`config.mk`:
```
export PLATFORM = sky130hd
export DESIGN_NAME = row_dist_scan
export DESIGN_NICKNAME = d
export VERILOG_FILES = /design/src/rtl/row_dist_scan.sv
export SDC_FILE = /design/constraint.sdc
export NUM_CORES = 1
export LEC_CHECK = 0
export ABC_AREA = 1
export BUFFER_PORTS_ARGS = -buffer_cell sky130_fd_sc_hd__buf_2
export CAP_MARGIN = 30
export CORE_UTILIZATION = 33
export CTS_CLUSTER_DIAMETER = 80
export DETAILED_ROUTE_END_ITERATION = 7
export PLACE_DENSITY = 0.48
export SETUP_SLACK_MARGIN = 0.05
export SYNTH_ARGS = -nofsm -noshare
export SYNTH_HDL_FRONTEND = slang
export SYNTH_SLANG_ARGS = --single-unit
```
`constraint.sdc`:
```
create_clock -name clk -period 15.2 [get_ports clk]
set_input_delay 2.28 -clock clk [delete_from_list [all_inputs] [get_ports clk]]
set_output_delay 2.28 -clock clk [all_outputs]
set_load 0.05 [all_outputs]
```
`src/rtl/row_dist_scan.sv`:
```
module row_dist_scan #(
  parameter int ROW_W  = 32,
  parameter int IMG_H  = 24,
  parameter int LBL_W  = 4,
  parameter int DIST_W = 12,
  parameter int PIX_W  = 16
) (
  input  logic                    clk,
  input  logic                    rst_n,
  input  logic                    in_valid,
  output logic                    in_ready,
  input  logic [PIX_W-1:0]        in_pix,
  input  logic                    in_sof,
  output logic                    out_valid,
  input  logic                    out_ready,
  output logic [LBL_W+DIST_W-1:0] out_data,
  output logic                    out_last
);
  localparam int CW = (ROW_W > 1) ? $clog2(ROW_W) : 1;
  localparam int WW = LBL_W + DIST_W;
  localparam logic [DIST_W-1:0] DMAX  = {DIST_W{1'b1}};
  localparam logic [DIST_W-1:0] DINIT = DIST_W'(ROW_W + IMG_H);
  localparam logic [CW-1:0]     CLAST = CW'(ROW_W - 1);

  typedef enum logic [1:0] {S_LOAD, S_REV, S_OUT} phase_t;

  phase_t              phase;
  logic [CW-1:0]       col;
  logic [DIST_W-1:0]   run_d;
  logic [LBL_W-1:0]    run_l;
  logic [WW-1:0]       mem [ROW_W];

  function automatic logic [DIST_W-1:0] bump(input logic [DIST_W-1:0] d);
    return (d == DMAX) ? d : d + 1'b1;
  endfunction

  // forward sweep, evaluated on the incoming pixel
  logic              take, in_feat, f_start;
  logic [CW-1:0]     wcol;
  logic [DIST_W-1:0] f_base_d, f_d;
  logic [LBL_W-1:0]  f_base_l, f_l;

  assign take     = in_valid && in_ready;
  assign in_feat  = ~&in_pix;
  assign wcol     = in_sof ? '0 : col;
  assign f_start  = in_sof || (col == '0);
  assign f_base_d = f_start ? DINIT : run_d;
  assign f_base_l = f_start ? '0 : run_l;
  assign f_d      = in_feat ? '0 : bump(f_base_d);
  assign f_l      = in_feat ? in_pix[LBL_W-1:0] : f_base_l;

  // reverse sweep, merged with the stored forward entry
  logic [WW-1:0]     fw_word;
  logic [DIST_W-1:0] fw_d, r_base_d, r_d;
  logic [LBL_W-1:0]  fw_l, r_base_l, r_l;
  logic              r_start, fw_feat, use_rev;

  assign fw_word  = mem[col];
  assign fw_d     = fw_word[DIST_W-1:0];
  assign fw_l     = fw_word[WW-1:DIST_W];
  assign fw_feat  = (fw_d == '0);
  assign r_start  = (col == CLAST);
  assign r_base_d = r_start ? DINIT : run_d;
  assign r_base_l = r_start ? '0 : run_l;
  assign r_d      = fw_feat ? '0 : bump(r_base_d);
  assign r_l      = fw_feat ? fw_l : r_base_l;
  assign use_rev  = r_d < fw_d;

  assign in_ready  = (phase == S_LOAD);
  assign out_valid = (phase == S_OUT);
  assign out_data  = fw_word;
  assign out_last  = out_valid && (col == CLAST);

  always_ff @(posedge clk) begin
    if (!rst_n) begin
      phase <= S_LOAD;
      col   <= '0;
      run_d <= '0;
      run_l <= '0;
    end else begin
      case (phase)
        S_LOAD: if (take) begin
          run_d <= f_d;
          run_l <= f_l;
          if (wcol == CLAST) begin
            phase <= S_REV;
            col   <= CLAST;
          end else begin
            col <= wcol + 1'b1;
          end
        end
        S_REV: begin
          run_d <= r_d;
          run_l <= r_l;
          if (col == '0) phase <= S_OUT;
          else           col   <= col - 1'b1;
        end
        default: if (out_ready) begin
          if (col == CLAST) begin
            phase <= S_LOAD;
            col   <= '0;
          end else begin
            col <= col + 1'b1;
          end
        end
      endcase
    end
  end

  always_ff @(posedge clk) begin
    if (phase == S_LOAD && take)
      mem[wcol] <= {f_l, f_d};
    else if (phase == S_REV && use_rev)
      mem[col] <= {r_l, r_d};
  end
endmodule


```
After elaboration in Yosys (flattened, before gate mapping)
Memories as Yosys holds them, arrays and structs flattened. A register that Yosys moved wholly into a read port is not among the register bits.
Cells that the tools add are included.
{"block": "totals", "word_cells": 74, "mem_bits_rw": 512, "memories": 1, "ff_bits": 23, "inputBits": 21, "out_inout_bits": 19}
{"block": "classes", "add_sub_neg": 5, "reduce_logical": 16, "mux": 37, "order_cmp": 1, "eq_ne": 10}
{"name": "mem", "words": 32, "word_bits": 16, "rd": 1, "rd_ports_with_merged_regs": 1, "wr": 1, "line": "31", "text": "logic [WW-1:0] mem [ROW_W];"}
{"cell": "$mux W12", "count": 7}
{"cell": "$mux W5", "count": 9}
{"cell": "$add A12 B1 Y12 const B", "count": 2}
{"cell": "$eq A12 B12 Y1 const B", "count": 2}
{"cell": "$pmux W12 S2", "count": 1}
{"cell": "$mux W4", "count": 5}
{"cell": "$mux W16", "count": 1}
{"cell": "$reduce_and A16 Y1", "count": 1}
{"cell": "$reduce_or A16 Y1", "count": 1}
{"cell": "$logic_not A12 Y1", "count": 1}
{"cell": "$lt A12 B12 Y1", "count": 1}
{"cell": "$add A5 B1 Y5 const B", "count": 2}
{"cell": "$eq A5 B5 Y1 const B", "count": 2}
{"cell": "$mux W2", "count": 5}
{"cell": "$pmux W5 S2", "count": 1}
{"cell": "$pmux W4 S2", "count": 1}
{"cell": "$mux W1", "count": 6}
{"cell": "$reduce_bool A3 Y1", "count": 2}
{"cell": "$logic_not A5 Y1", "count": 1}
{"cell": "$reduce_and A5 Y1", "count": 1}
{"cell": "$sub A5 B1 Y5 const B", "count": 1}
{"cell": "$logic_and A1 B1 Y1", "count": 4}
{"cell": "$ne A2 B1 Y1 const B", "count": 2}
{"cell": "$ne A2 B2 Y1 const B", "count": 2}
{"cell": "other kinds (8)", "count": 8}

Logic depth before layout (Yosys ltp)
{"block": "depth", "ltp_word": 12, "ltp_mapped": 34, "mapped_depth_nobuf": 31}

Worst setup path before layout
Ideal clock, no wire load.
{"block": "synth_timing", "path_kind": "in2reg", "from": "input in_sof", "to": "memory mem[0][5] in the netlist's numbering, data pin", "path_buffers": 1, "arrival_time_ps": 5338, "path_stages": 14, "t_required_ps": 14746, "slack_ps": 9408, "setup_time_ps": 454, "path_cell_list": "inv_1 nand2_1 buf_2 nor2_1 ha_1 nand3_1 nor3_1 nand3_1 nor2_1 a21oi_1 nand2_1 nor3_1 a211o_1 o21ai_0"}
{"block": "synth_via", "elab_chain_len": 6, "elab_cells_between_ends": 7, "cone_classes": "add/sub (1); eq/ne (1); mux (4); reduce/logical (1)"}
{"item": "start, declared", "line": "13", "text": "input logic in_sof,"}
{"item": "$logic_or A1 B1 Y1 (*)", "line": "46", "text": "assign f_start = in_sof || (col == '0);"}
{"item": "$mux W12 (*)", "line": "47", "text": "assign f_base_d = f_start ? DINIT : run_d;"}
{"item": "$add A12 B1 Y12 / $eq A12 B12 Y1 (equally long branches)", "line": "34", "text": "return (d == DMAX) ? d : d + 1'b1;"}
{"item": "$mux W12 (*)", "line": "34"}
{"item": "$mux W12 (*)", "line": "49", "text": "assign f_d = in_feat ? '0 : bump(f_base_d);"}
{"item": "$mux W16 (no line) (*)"}
{"item": "end, declared", "line": "31"}
Mark *: on every way between the ends. The rest lies on a longest branch, timed or not.

==> flow_metrics.env <==
export IMPL_clk_latency_ns=0.62
export IMPL_dieHeight_microns=268
export IMPL_hp_class="reg2reg"
export IMPL_synthFlopType="edfxtp_1"
export IMPL_drtPass1Iterations=6
export IMPL_holdPathStages=2
export IMPL_min_period_ns=7.72
export IMPL_grt_pass1_vias=15746
export IMPL_yosysSeqAreaShare_pct=68.3
export IMPL_fin_crit_sh_pct=50.8
export IMPL_drv_slew=0
export IMPL_ios=40
export IMPL_antenna_found_initial=1
export IMPL_synth_edf_count=512
export IMPL_cts_resized_gates=0
export IMPL_clock_sinks=540
export IMPL_fin_util_pct=38.1
export IMPL_drcViolationCount=0
export IMPL_synthesis_area_sq_mm=0.0233
export IMPL_crit_required_ns=15.44
export IMPL_vias_per_cell=5.14
export IMPL_cts_buffers=59
export IMPL_crit_slowest_cell="nor2_2"
export IMPL_dp_hpwl_microns=43300
export IMPL_grt_max_degree=118
export IMPL_start_kind="flop"
export IMPL_routed_top_layer="met4"
export IMPL_post_synth_num_cell_types=43
export IMPL_powerDensity_mw_per_mm2=186
export IMPL_portBuffers=39
export IMPL_irDropWorstVdd_uv=197
export IMPL_synth_area_per_cell_sq_um=10.9
export IMPL_fin_tns_setup_ns=0
export IMPL_fmax_mhz=130
export IMPL_drive_gt1_share_pct=10.6
export IMPL_drv_cap=0
export IMPL_layout_common_cells="nand2_1, edfxtp_1, nand3_1"
export IMPL_die_w_microns=268
export IMPL_slowest_delay_ns=0.88
export IMPL_antenna_left=0
export IMPL_cp_data_arrival_time_ns=7.96
export IMPL_rsz0062_at_grt="no"
export IMPL_critPathCaptureType="flop"
export IMPL_nNetsFinal=2215
export IMPL_core_area_sq_mm=0.0700
export IMPL_leakagePower_nw=9.60
export IMPL_path_class="reg2reg"
export IMPL_synth_nets=2181
export IMPL_grt_pass1_wl_microns=106000
export IMPL_grt_usage_pct=20.1
export IMPL_cts_tree="done"
export IMPL_clk_pin_slew_worst_paths_ns=0.06
export IMPL_setup_viol=0
export IMPL_final_common_cell="nand2_1"
export IMPL_cts_root_buffer="clkbuf_16"
export IMPL_syn_inst=2143
export IMPL_area_growth_pct=14.5
export IMPL_worst_path_most_repeated_cell="nand2_1"
export IMPL_initial_core_util_pct=33.3
export IMPL_finalHoldViolations=0
export IMPL_via_count=16279
export IMPL_r2r_end="mem[22][3]"
export IMPL_fin_skew_ns=0.0228
export IMPL_ctsHtreeMaxLevel=2
export IMPL_place_congestion=0.895
export IMPL_grt_remaining_overflow=0
export IMPL_r2r_setup_slack_ns=7.48
export IMPL_dr_wl_met2_microns=33900
export IMPL_wl_microns=71400
export IMPL_whs_endpoint="run_l[1]"
export IMPL_wl_met3_microns=4350
export IMPL_die_area_sq_mm=0.0717
export IMPL_routedWlPerCell_microns=22.5
export IMPL_num_rows=97
export IMPL_hold_buffers=0
export IMPL_slew_headroom_pct=33.3
export IMPL_cts_buffer_depth=3
export IMPL_async_flop_share_pct=0
export IMPL_synth_yosys_warnings=0
export IMPL_ys_seq_elements=540
export IMPL_postCtsSetupRepairBufs=0
export IMPL_drt_iter0_markers=1601
export IMPL_r2r_cells=25
export IMPL_crit_fanout=117
export IMPL_hp_start="run_l[1]"
export IMPL_status="finished, final reports clean"
export IMPL_worstMarginPinSlew_ns=0.999
export IMPL_p_total_mw=4.97
export IMPL_m1WireLength_microns=30700
==> state kept, by name (all words and copies together), names as in the netlist, named ones only <==
signal / cells
col: 5
mem: 512
phase: 2
run_d: 12
run_l: 4
==> stage by stage <==
step	hold WS (ns)	std cells	worst slack, ns	instance area, sq um
floorplan	0.461	2143	9.41	23300
global route	0.545	3167	6.80	26700
finish	0.504	3168	7.48	26700
global placement	0.475	3047	7.54	24600
CTS	0.505	3165	7.52	26700
detailed placement	0.494	3054	7.56	24700
==> worst max-delay path: cells and delay by family, from the launching register on <==
kind | cells | cell delay [ns]
and+or+nand+nor | 16 | 3.39
DFF | 1 | 0.52
AOI/OAI and AO/OA | 4 | 0.73
buffers and inverters | 4 | 2.18
adders and majority gates | 1 | 0.24
==> area by class of cell <==
| cell class | instances | area (sq um) |
|---|---|---|
| fill | 6857 | 43300 |
| sequential | 540 | 15900 |
| multi-input combinational | 1388 | 6550 |
| clock buffer | 75 | 1560 |
| tap | 940 | 1180 |
| timing repair buffer | 97 | 728 |
| clock inverter | 36 | 389 |
| inverter | 91 | 352 |
| antenna | 1 | 2.50 |
==> Yosys cell counts, drive strengths merged, types with 2 or more instances <==
| cell type | n | area, sq um |
|---|---|---|
| nand2 | 611 | 2320 |
| nand4 | 13 | 100 |
| clkbuf | 50 | 188 |
| edfxtp | 512 | 15400 |
| o21ai | 98 | 490 |
| nor4 | 5 | 31.3 |
| a21oi | 39 | 199 |
| nand3 | 340 | 1720 |
| buf | 74 | 397 |
| nor2 | 167 | 634 |
| or2 | 3 | 18.8 |
| a22oi | 4 | 30.0 |
| clkinv | 2 | 7.51 |
| mux2 | 2 | 22.5 |
| o21a | 2 | 15.0 |
| inv | 89 | 334 |
| o22ai | 12 | 75.1 |
| o211ai | 5 | 37.5 |
| xnor2 | 4 | 35.0 |
| o221ai | 28 | 245 |
| nor3 | 7 | 35.0 |
| a31oi | 12 | 75.1 |
| ha | 17 | 213 |
| a32oi | 4 | 35.0 |
| dfxtp | 28 | 561 |
| xor2 | 8 | 70.1 |
==> report_power, final <==
part	internal, mW	switching (mW)	leakage [nW]
combinational	0.411	1.33	3.86
clock	0.859	0.594	0.949
sequential	1.72	0.0557	4.78
==> per-layer routing <==
layer  vias up  GRT usage (%)
met5         -              0
met4         0           7.00
met3       110           3.73
met2       485           32.6
li1       7605              -
met1      8079           26.9
==> kinds of logic after synthesis <==
logic type                 after synthesis  synth area share [%]
AOI/OAI and AO/OA                      210                  5.37
xor gates and xnor gates                12                 0.451
muxes                                    3                 0.140
adders and majority gates               17                 0.912
buffers and inverters                  215                  3.97
and+or+nand+nor                       1146                  20.8
DFF                                    540                  68.3
==> how the worst max path moves through the flow <==
stage | start | end | cells after the start
finish | flop | mem[22][3] | 25
global route | flop | mem[22][10] | 25
CTS | flop | mem[26][6] | 25
detailed placement | flop | mem[26][2] | 25
global placement | flop | mem[20][10] | 25
floorplan | in_sof | mem[0][5] | 14
Power figures use the tool's default switching activity.
